[config.mk]
export PLATFORM = sky130hd
export DESIGN_NAME = seg_page_walker
export DESIGN_NICKNAME = d
export VERILOG_FILES = /design/src/rtl/pt_walk_pkg.sv /design/src/rtl/lin_addr_unit.sv /design/src/rtl/entry_addr_unit.sv /design/src/rtl/walk_ctrl.sv /design/src/rtl/seg_page_walker.sv
export SDC_FILE = /design/constraint.sdc
export NUM_CORES = 1
export LEC_CHECK = 0
export ABC_AREA = 0
export BUFFER_PORTS_ARGS = -buffer_cell sky130_fd_sc_hd__buf_2
export CAP_MARGIN = 5
export CELL_PAD_IN_SITES_DETAIL_PLACEMENT = 1
export CELL_PAD_IN_SITES_GLOBAL_PLACEMENT = 1
export CORE_MARGIN = 4
export CORE_UTILIZATION = 42
export CTS_CLUSTER_SIZE = 25
export DETAILED_ROUTE_END_ITERATION = 10
export PLACE_DENSITY = 0.93
export SYNTH_ARGS = -nofsm -noshare
export SYNTH_HDL_FRONTEND = slang
export SYNTH_SLANG_ARGS = --single-unit
[constraint.sdc]
create_clock -name clk -period 4.95 [get_ports clk]
set_clock_uncertainty 0.2 [all_clocks]
set_input_delay 0.99 -clock clk [delete_from_list [all_inputs] [get_ports clk]]
set_output_delay 0.99 -clock clk [all_outputs]
set_load 0.03 [all_outputs]
[src/rtl/pt_walk_pkg.sv]
package pt_walk_pkg;

    typedef enum logic [1:0] {
        ST_IDLE     = 2'd0,
        ST_READ_DIR = 2'd1,
        ST_READ_TBL = 2'd2,
        ST_FINISH   = 2'd3
    } walk_state_t;

endpackage

[src/rtl/lin_addr_unit.sv]
module lin_addr_unit #(
    parameter int ADDR_W = 32
) (
    input  logic [ADDR_W-1:0] seg_base,
    input  logic [ADDR_W-1:0] seg_offset,
    output logic [ADDR_W-1:0] lin_addr
);
    // Modular sum: the carry out of the top bit is discarded.
    always_comb begin
        lin_addr = seg_base + seg_offset;
    end
endmodule

[src/rtl/entry_addr_unit.sv]
module entry_addr_unit #(
    parameter int ADDR_W      = 32,
    parameter int OFF_W       = 12,
    parameter int IDX_W       = 10,
    parameter int ENTRY_SHIFT = 2
) (
    input  logic [ADDR_W-OFF_W-1:0] frame,
    input  logic [IDX_W-1:0]        index,
    output logic [ADDR_W-1:0]       entry_addr
);
    localparam int FRAME_W = ADDR_W - OFF_W;

    logic [ADDR_W-1:0] table_start;
    logic [ADDR_W-1:0] index_bytes;

    always_comb begin
        table_start = {frame, {OFF_W{1'b0}}};
        index_bytes = ADDR_W'(index) << ENTRY_SHIFT;
        entry_addr  = table_start + index_bytes;
    end
endmodule

[src/rtl/walk_ctrl.sv]
module walk_ctrl
    import pt_walk_pkg::*;
#(
    parameter int ADDR_W = 32,
    parameter int OFF_W  = 12
) (
    input  logic                    clk,
    input  logic                    rst_n,
    input  logic                    start,
    input  logic                    paging_en,
    input  logic [ADDR_W-1:0]       lin_in,
    input  logic [ADDR_W-OFF_W-1:0] dir_frame_in,
    input  logic                    rsp_valid,
    input  logic                    rsp_present,
    input  logic [ADDR_W-OFF_W-1:0] rsp_frame,
    output walk_state_t             state,
    output logic [ADDR_W-1:0]       lin_q,
    output logic [ADDR_W-OFF_W-1:0] dir_frame_q,
    output logic [ADDR_W-OFF_W-1:0] tbl_frame_q,
    output logic [ADDR_W-1:0]       phys_q,
    output logic                    mem_req,
    output logic                    done,
    output logic                    fault
);
    localparam int FRAME_W = ADDR_W - OFF_W;

    walk_state_t state_nxt;
    logic        fault_q;

    // State register
    always_ff @(posedge clk or negedge rst_n) begin
        if (!rst_n) begin
            state <= ST_IDLE;
        end else begin
            state <= state_nxt;
        end
    end

    // Next-state decode
    always_comb begin
        state_nxt = state;
        unique case (state)
            ST_IDLE: begin
                if (start) begin
                    state_nxt = paging_en ? ST_READ_DIR : ST_FINISH;
                end
            end
            ST_READ_DIR: begin
                if (rsp_valid) begin
                    state_nxt = rsp_present ? ST_READ_TBL : ST_FINISH;
                end
            end
            ST_READ_TBL: begin
                if (rsp_valid) begin
                    state_nxt = ST_FINISH;
                end
            end
            ST_FINISH: begin
                state_nxt = ST_IDLE;
            end
            default: state_nxt = ST_IDLE;
        endcase
    end

    // Datapath registers captured along the walk
    always_ff @(posedge clk or negedge rst_n) begin
        if (!rst_n) begin
            lin_q       <= '0;
            dir_frame_q <= '0;
            tbl_frame_q <= '0;
            phys_q      <= '0;
            fault_q     <= 1'b0;
        end else begin
            unique case (state)
                ST_IDLE: begin
                    if (start) begin
                        lin_q       <= lin_in;
                        dir_frame_q <= dir_frame_in;
                        fault_q     <= 1'b0;
                        phys_q      <= paging_en ? '0 : lin_in;
                    end
                end
                ST_READ_DIR: begin
                    if (rsp_valid) begin
                        if (rsp_present) begin
                            tbl_frame_q <= rsp_frame;
                        end else begin
                            fault_q <= 1'b1;
                        end
                    end
                end
                ST_READ_TBL: begin
                    if (rsp_valid) begin
                        if (rsp_present) begin
                            phys_q <= {rsp_frame, lin_q[OFF_W-1:0]};
                        end else begin
                            fault_q <= 1'b1;
                        end
                    end
                end
                ST_FINISH: begin
                    fault_q <= fault_q;
                end
                default: fault_q <= 1'b0;
            endcase
        end
    end

    // Output decode
    always_comb begin
        mem_req = (state == ST_READ_DIR) || (state == ST_READ_TBL);
        done    = (state == ST_FINISH);
        fault   = (state == ST_FINISH) && fault_q;
    end

    logic [FRAME_W-1:0] unused_width_tie;
    assign unused_width_tie = '0;
endmodule

[src/rtl/seg_page_walker.sv]
module seg_page_walker
    import pt_walk_pkg::*;
#(
    parameter int ADDR_W      = 32,
    parameter int OFF_W       = 12,
    parameter int IDX_W       = 10,
    parameter int ENTRY_SHIFT = 2
) (
    input  logic              clk,
    input  logic              rst_n,
    input  logic              start,
    input  logic [ADDR_W-1:0] seg_offset,
    input  logic [ADDR_W-1:0] seg_base,
    input  logic [ADDR_W-1:0] dir_base,
    input  logic              paging_en,
    output logic              mem_req,
    output logic [ADDR_W-1:0] mem_addr,
    input  logic              mem_rsp_valid,
    input  logic [ADDR_W-1:0] mem_rsp_data,
    output logic [ADDR_W-1:0] phys_addr,
    output logic              done,
    output logic              fault
);
    localparam int FRAME_W  = ADDR_W - OFF_W;
    localparam int TBL_LO   = OFF_W;
    localparam int DIR_LO   = OFF_W + IDX_W;

    walk_state_t        state;
    logic [ADDR_W-1:0]  lin_sum;
    logic [ADDR_W-1:0]  lin_q;
    logic [FRAME_W-1:0] dir_frame_q;
    logic [FRAME_W-1:0] tbl_frame_q;
    logic [FRAME_W-1:0] sel_frame;
    logic [IDX_W-1:0]   sel_index;
    logic [IDX_W-1:0]   dir_index;
    logic [IDX_W-1:0]   tbl_index;

    lin_addr_unit #(.ADDR_W(ADDR_W)) u_lin (
        .seg_base   (seg_base),
        .seg_offset (seg_offset),
        .lin_addr   (lin_sum)
    );

    walk_ctrl #(.ADDR_W(ADDR_W), .OFF_W(OFF_W)) u_ctrl (
        .clk          (clk),
        .rst_n        (rst_n),
        .start        (start),
        .paging_en    (paging_en),
        .lin_in       (lin_sum),
        .dir_frame_in (dir_base[ADDR_W-1:OFF_W]),
        .rsp_valid    (mem_rsp_valid),
        .rsp_present  (mem_rsp_data[0]),
        .rsp_frame    (mem_rsp_data[ADDR_W-1:OFF_W]),
        .state        (state),
        .lin_q        (lin_q),
        .dir_frame_q  (dir_frame_q),
        .tbl_frame_q  (tbl_frame_q),
        .phys_q       (phys_addr),
        .mem_req      (mem_req),
        .done         (done),
        .fault        (fault)
    );

    // Index fields of the captured linear address
    always_comb begin
        dir_index = lin_q[DIR_LO +: IDX_W];
        tbl_index = lin_q[TBL_LO +: IDX_W];
    end

    // One address generator shared by both levels
    always_comb begin
        if (state == ST_READ_TBL) begin
            sel_frame = tbl_frame_q;
            sel_index = tbl_index;
        end else begin
            sel_frame = dir_frame_q;
            sel_index = dir_index;
        end
    end

    entry_addr_unit #(
        .ADDR_W      (ADDR_W),
        .OFF_W       (OFF_W),
        .IDX_W       (IDX_W),
        .ENTRY_SHIFT (ENTRY_SHIFT)
    ) u_entry (
        .frame      (sel_frame),
        .index      (sel_index),
        .entry_addr (mem_addr)
    );

    logic unused_low_bits;
    assign unused_low_bits = ^{dir_base[OFF_W-1:0], mem_rsp_data[OFF_W-1:1]};
endmodule

======== Word-level counts from Yosys, hierarchy flattened ========
Cells that the tools add are included.
word-level totals
  flip-flop bits (word level) ............. 107
  input port bits ......................... 133
  output and inout port bits .............. 67
  logic and storage cells ................. 45
operators by class
  $add $sub $neg .......................... 2
  eq/ne operators ......................... 9
  muxes and demuxes ....................... 17
  bitwise logic cells ..................... 1
  reduce and logical (&&, ||, !) cells .... 10
operators by type and width
  kind                  number
  $mux W32              4
  $pmux W32 S2          1
  $add A32 B12 Y32      1
  $add A32 B32 Y32      1
  $mux W20              1
  $mux W10              1
  $ne A2 B2 Y1 const B  5
  $mux W2               4
  $pmux W2 S4           1
  $reduce_and A4 Y1     2
  $reduce_and A3 Y1     2
  $eq A2 B2 Y1 const B  2
  $mux W1               4
  $eq A2 B1 Y1 const B  1
  $logic_not A2 Y1      1
  $ne A2 B1 Y1 const B  1
  $pmux W1 S2           1
  $reduce_and A2 Y1     1
  $reduce_bool A2 Y1    1
  $reduce_or A2 Y1      1
  $logic_and A1 B1 Y1   1
  $logic_or A1 B1 Y1    1
  $not A1 Y1            1

======== Longest topological paths before layout ========
  depth after elaboration ................. 4
  gate-level depth with buffers ........... 10
  gate-level depth less buffers ........... 10

======== Hierarchy ========
From an unflattened synthesis, not the netlist that was laid out.
unflattened totals
  cell total of the unflattened synthesis .. 599
  area total of the unflattened synthesis .. 6949.2 µm²
modules (own cells, without submodules)
  module           times used  cells each  area an instance (µm²)  seq. area each (µm²)
  walk_ctrl        1           291         4451.8                  2677.6
  lin_addr_unit    1           241         1744.2                  0.0
  seg_page_walker  1           34          509.2                   0.0
  entry_addr_unit  1           33          244.0                   0.0

======== Worst setup path after synthesis ========
No wires, ideal clock.
  path kind ............................... input to register
  start ................................... in seg_offset[0]
  end ..................................... reg u_ctrl.phys_q[30]
  library setup time ...................... 0.087 ns
  data arrival time ....................... 3.146 ns
  data required time ...................... 4.663 ns
  setup slack ............................. 1.518 ns
  stages on the path ...................... 10
  buffers on the path ..................... 0
  path through ............................ ha_1 fa_1 a21o_2 a31oi_1 o31a_2 o31ai_4 a22oi_2 nor4bb_1 or4_4 o221ai_2
between the ends
  longest elaborated chain between the ends .. 4
ends and longest elaborated chain
  what                    line                   RTL
  start: declaration      seg_page_walker.sv:12  input logic [ADDR_W-1:0] seg_offset,
  $add A32 B32 Y32        lin_addr_unit.sv:10    lin_addr = seg_base + seg_offset;
  $mux W32                walk_ctrl.sv:80        phys_q <= paging_en ? '0 : lin_in;
  $mux W32                walk_ctrl.sv:76        if (start) begin
  $pmux W32 S2            walk_ctrl.sv:74        unique case (state)
  end signal: assignment  walk_ctrl.sv:80
  end signal: assignment  walk_ctrl.sv:95        phys_q <= {rsp_frame, lin_q[OFF_W-1:0]};
  end: declaration        walk_ctrl.sv:20        output logic [ADDR_W-1:0] phys_q,
No other way between the ends. The select of a mux whose other input is x is not followed.
A chain may end at the register's enable or synchronous reset.

======== Worst setup path after layout ========
  start ................................... reg u_ctrl.state[0]
  end ..................................... out mem_addr[6]
between the ends
  longest elaborated chain between the ends .. 3
ends and longest elaborated chain
  what                      line                   RTL
  start: declaration        walk_ctrl.sv:16        output walk_state_t state,
  start signal: assignment  walk_ctrl.sv:35        state <= state_nxt;
  $eq A2 B2 Y1              seg_page_walker.sv:72  if (state == ST_READ_TBL) begin
  $mux W10                  seg_page_walker.sv:72
  $add A32 B12 Y32          entry_addr_unit.sv:19  entry_addr = table_start + index_bytes;
  end: declaration          seg_page_walker.sv:17  output logic [ADDR_W-1:0] mem_addr,
No other way between the ends.

==> results.md <==
Run status:
- The flow ran to the end, and the final reports show no timing, DRC or antenna violations.

Synth:
- By area, the combinational part of the netlist is dominated by compound AO/OA/AOI/OAI gates.
- The commonest cells after synthesis are 107 x dfrtp_1, 81 x mux2_2, 63 x a21oi_1.
- Averaged over all synthesized cells, the footprint is just under 10 µm².
- The most instantiated flip-flop cell in the synthesis netlist is dfrtp_1.
- Counting flops and latches in the post-synthesis netlist gives 107.
- The fraction of post-synthesis cell area in the top cell type by area is 41.6%.
- By instance count, the leading cell after synthesis is dfrtp_1.
- The synthesized netlist occupies a cell area of 6430 µm².
- The xor/xnor cell area share of the yosys netlist is 3.95%.
- Sequential elements use 41.6% of the synthesized area.
- The multiplexer area fraction after synthesis is roughly 14%.
- After Yosys synthesis, full adders, half adders and majority gates account for 7.12% of the synthesized area.
- By area the synthesized netlist is led by dfrtp_1 42%, mux2_2 14%, ha_1 6.8%.
- The largest total area in the synthesized netlist belongs to dfrtp_1.
- The unique cell type count in the Yosys netlist is 60.
- Counting flops with a built-in enable in the synthesized netlist gives 0.
- The fraction of the mapped netlist area in simple logic gates is 12.3%.
- The gate count of the mapped netlist is 650.
- The post-synthesis compound-gate area fraction is between 10% and 20%.
- The count of yosys warnings during synthesis is 0.
- The async set or reset register ratio after synthesis is 100%.

Routing:
- The via total after detailed routing is 5503.
- The violation count after the first detailed-routing iteration is 215.
- The number of search-and-repair iterations in the first detailed-routing pass is 7.
- Dividing the detail-routed wire length by the instance count gives 19.0 µm.
- Dividing the detail-routed via count by the number of cells gives 5.56.
- The final routed DRC violation total is 0.
- The total detailed-routing wirelength is 18800 µm.
- Once detail routing completed, the nets flagged for antenna violations numbered 0.

STA:
- Setup repair after global routing left no endpoint under its margin.
- The final max-slew violation count came to 0.
- Measured against its own limit, the worst slew margin works out to 28.4%.
- The minimum clock period after layout is 3600 ps.
- The count of final setup violators is 0.
- The transition at the pin with the smallest max-transition slack is 1070 ps.
- Static timing analysis puts the maximum clock frequency at 0.278 GHz.
- Adding up every negative setup slack in the final design gives 0 ps.
- The number of failing hold endpoints at the final stage was 0.
- The final critical path takes up 72.8% of the cycle.
- Hold timing on the final database bottoms out at a slack of approximately 280 ps.

Clock network:
- The TritonCTS clock tree is yes.
- The post-CTS clock slew at the launch and capture registers of the worst setup and hold paths is 80 ps.
- The number of buffers inserted by hold repair at cts is 0.
- TritonCTS created 9 clock buffers.
- Counting along the longest clock path gives a buffer depth of 2.
- In this run the post-CTS setup repair buffer count came out at 0.
- The count of clock tree sinks is 107.
- The number of gates resized after CTS is 0.
- The cell sitting at the root of the clock tree is a clkbuf_16.
- The number of levels in the clock H-tree is 3.
- The clock latency at the later pin of the worst-skew pair is 340 ps.

Worst setup path:
- The worst path arrival time is 2410 ps.
- The worst reg2reg path depth is 7.
- On the critical path, the stage with the largest delay is an instance of ha_4.
- The critical path goes through inv_1 > ha_4 > mux2_2 > buf_2.
- Across all register-to-register paths, the minimum setup slack is approximately 1500 ps.
- The endpoint required time on the critical path is 3760 ps.
- The critical path in this run is classified as reg -> out.
- The worst reg2reg path endpoint is u_ctrl.phys_q[9].
- The delay contributed by the slowest stage of the critical path is 770 ps.
- The element type at the critical path end is a primary output.
- The launching instance or port of the critical path is u_ctrl.state[0].
- The capturing element of the worst setup path is mem_addr[6].
- The worst setup path is launched from a flop.
- The worst register-to-register path begins at u_ctrl.state[0].
- The maximum net fanout on the critical path is 80.

Finish:
- The share of final-layout standard cells stronger than drive strength 1 is 35.9%.
- The net total in the final layout is 969.
- In the final layout, the multi-input gates occupy 3560 µm².
- The area added between synthesis and finish is 20.0%.
- The total inserted antenna cells is 0.
- After filler insertion, the fill cell instance count of the layout stands at between 1500 and 2000.
- The storage element area is between 2000 and 3000 µm².

Global routing:
- The number of global-route vias before repair came to 5814.
- The initial antenna violation count came to 0.
- The first global-routing pass estimated ~30000 µm of wire.
- Entering global routing, the biggest net connects 81 pins.
- The overall overflow remaining after global route is 0.
- In the global route stage, overall resource usage came out at a little over a fifth.

Floorplanning:
- The die covers 17400 µm².
- The core outline area is 14800 µm².
- The I/O pin total is 200.
- Measured along the x axis, the die boundary spans 132 µm.
- The y dimension of the die is approximately 130 µm.
- The starting density of the core is 43.6%.
- The site row count is between 40 and 50.

Power and ir drop:
- The ratio of total power to cell area is 648 nW/µm².
- The cell leakage power is 3.58 nW.
- VDD sags by at most about 0.27 mV.

Hold path:
- The cell depth of the worst hold path is 2.
- The worst hold path belongs to the class reg -> reg.
- The startpoint of the worst hold path is u_ctrl.lin_q[30].

Placed design:
- The count of port buffers added during placement is 174.
- The HPWL after detailed placement is approximately 15000 µm.
- The routability congestion estimate is around 0.86.

Run:
- The number of maximum-capacitance constraint violations is 0.
==> routing by layer <==
| metal | up-vias | wire length, µm | global-route usage [%] |
|---|---|---|---|
| met2 | 127 | 9240 | 37.0 |
| met4 | 0 | 255 | 4.38 |
| met5 | - | 0 | 0 |
| met1 | 2719 | 8500 | 28.7 |
| met3 | 16 | 754 | 3.74 |
| li1 | 2641 | - | - |
==> cells in the final DEF (no fill, tap or decap), drive strengths merged, types with 2 or more instances in the layout <==
| cell | Yosys | layout |
|---|---|---|
| buf | 5 | 177 |
| dfrtp | 107 | 107 |
| mux2 | 81 | 81 |
| a21oi | 63 | 63 |
| nand2 | 52 | 52 |
| nor2 | 45 | 45 |
| o21ai | 44 | 44 |
| ha | 35 | 35 |
| nand3 | 16 | 16 |
| xnor2 | 16 | 16 |
| inv | 13 | 16 |
| nor3 | 13 | 13 |
| xor2 | 13 | 13 |
| nor2b | 10 | 10 |
| a22oi | 10 | 10 |
| a31oi | 9 | 9 |
| clkbuf | 34 | 9 |
| nand4 | 8 | 8 |
| o211ai | 7 | 7 |
| a211oi | 7 | 7 |
| a21o | 7 | 7 |
| o21bai | 6 | 6 |
| o31ai | 5 | 5 |
| and2 | 4 | 4 |
| and3 | 4 | 4 |
| o31a | 4 | 4 |
| or3 | 3 | 3 |
| nand2b | 3 | 3 |
| o221ai | 3 | 3 |
| a211o | 2 | 2 |
| o21a | 2 | 2 |
| nand3b | 2 | 2 |
| a41oi | 2 | 2 |
| nor4b | 2 | 2 |
| nor3b | 2 | 2 |
| conb | 1 | 2 |
| clkinvlp | 0 | 2 |
| a21boi | 2 | 2 |
==> final cells by class <==
class,instances,share of cell area [%]
clock buffer,9,2.92
clock inverter,7,1.10
inverter,13,0.632
multi-input combinational,492,46.1
sequential,107,34.7
tap,184,2.98
timing repair buffer,177,11.6
==> per-stage QoR <==
step                util, %  setup slack, ps  cells  area, µm²  power, mW
detailed placement     50.2             1120    973       7410       4.27
CTS                    52.3             1360    989       7720       5.04
global placement       50.2             1160    973       7410       4.12
finish                 52.3             1350    989       7720       5.00
floorplan                 -             1520    651       6430       3.48
global route           52.3             1220    989       7720       5.33
==> worst max-delay path, delay by kind of cell, from the launching register on <==
kind / cells / cell delay (ps)
mux: 1 / 430
fa+ha+maj: 1 / 770
buf+inv: 2 / 340
flops: 1 / 450
==> where the power goes <==
group | internal (mW) | switching [mW]
sequential | 1.32 | 0.243
clock | 0.403 | 0.344
combinational | 0.982 | 1.71
total | 2.70 | 2.30
==> cell families (layout without fill, tap and decap cells) <==
logic type / count (synthesis) / in the layout
other: 1 / 2
DFF: 107 / 107
AOI/OAI and AO/OA: 176 / 176
adders and majority gates: 36 / 36
muxes: 82 / 82
buffers and inverters: 52 / 206
and+or+nand+nor: 167 / 167
xor gates and xnor gates: 29 / 29
==> flip-flops by register name (all words and copies together) (netlist names) <==
name                flops
u_ctrl.tbl_frame_q     20
u_ctrl.fault_q          1
u_ctrl.state            2
u_ctrl.phys_q          32
u_ctrl.dir_frame_q     20
u_ctrl.lin_q           32
==> how the worst min path moves through the flow <==
stage                                   to  slack [ps]
after global placement    u_ctrl.lin_q[30]         260
after floorplan           u_ctrl.lin_q[12]         240
after CTS                 u_ctrl.lin_q[19]         280
after global routing      u_ctrl.lin_q[19]         300
final                     u_ctrl.lin_q[30]         280
after detailed placement  u_ctrl.lin_q[19]         270
No activity file was read; power rests on OpenSTA's default activity.
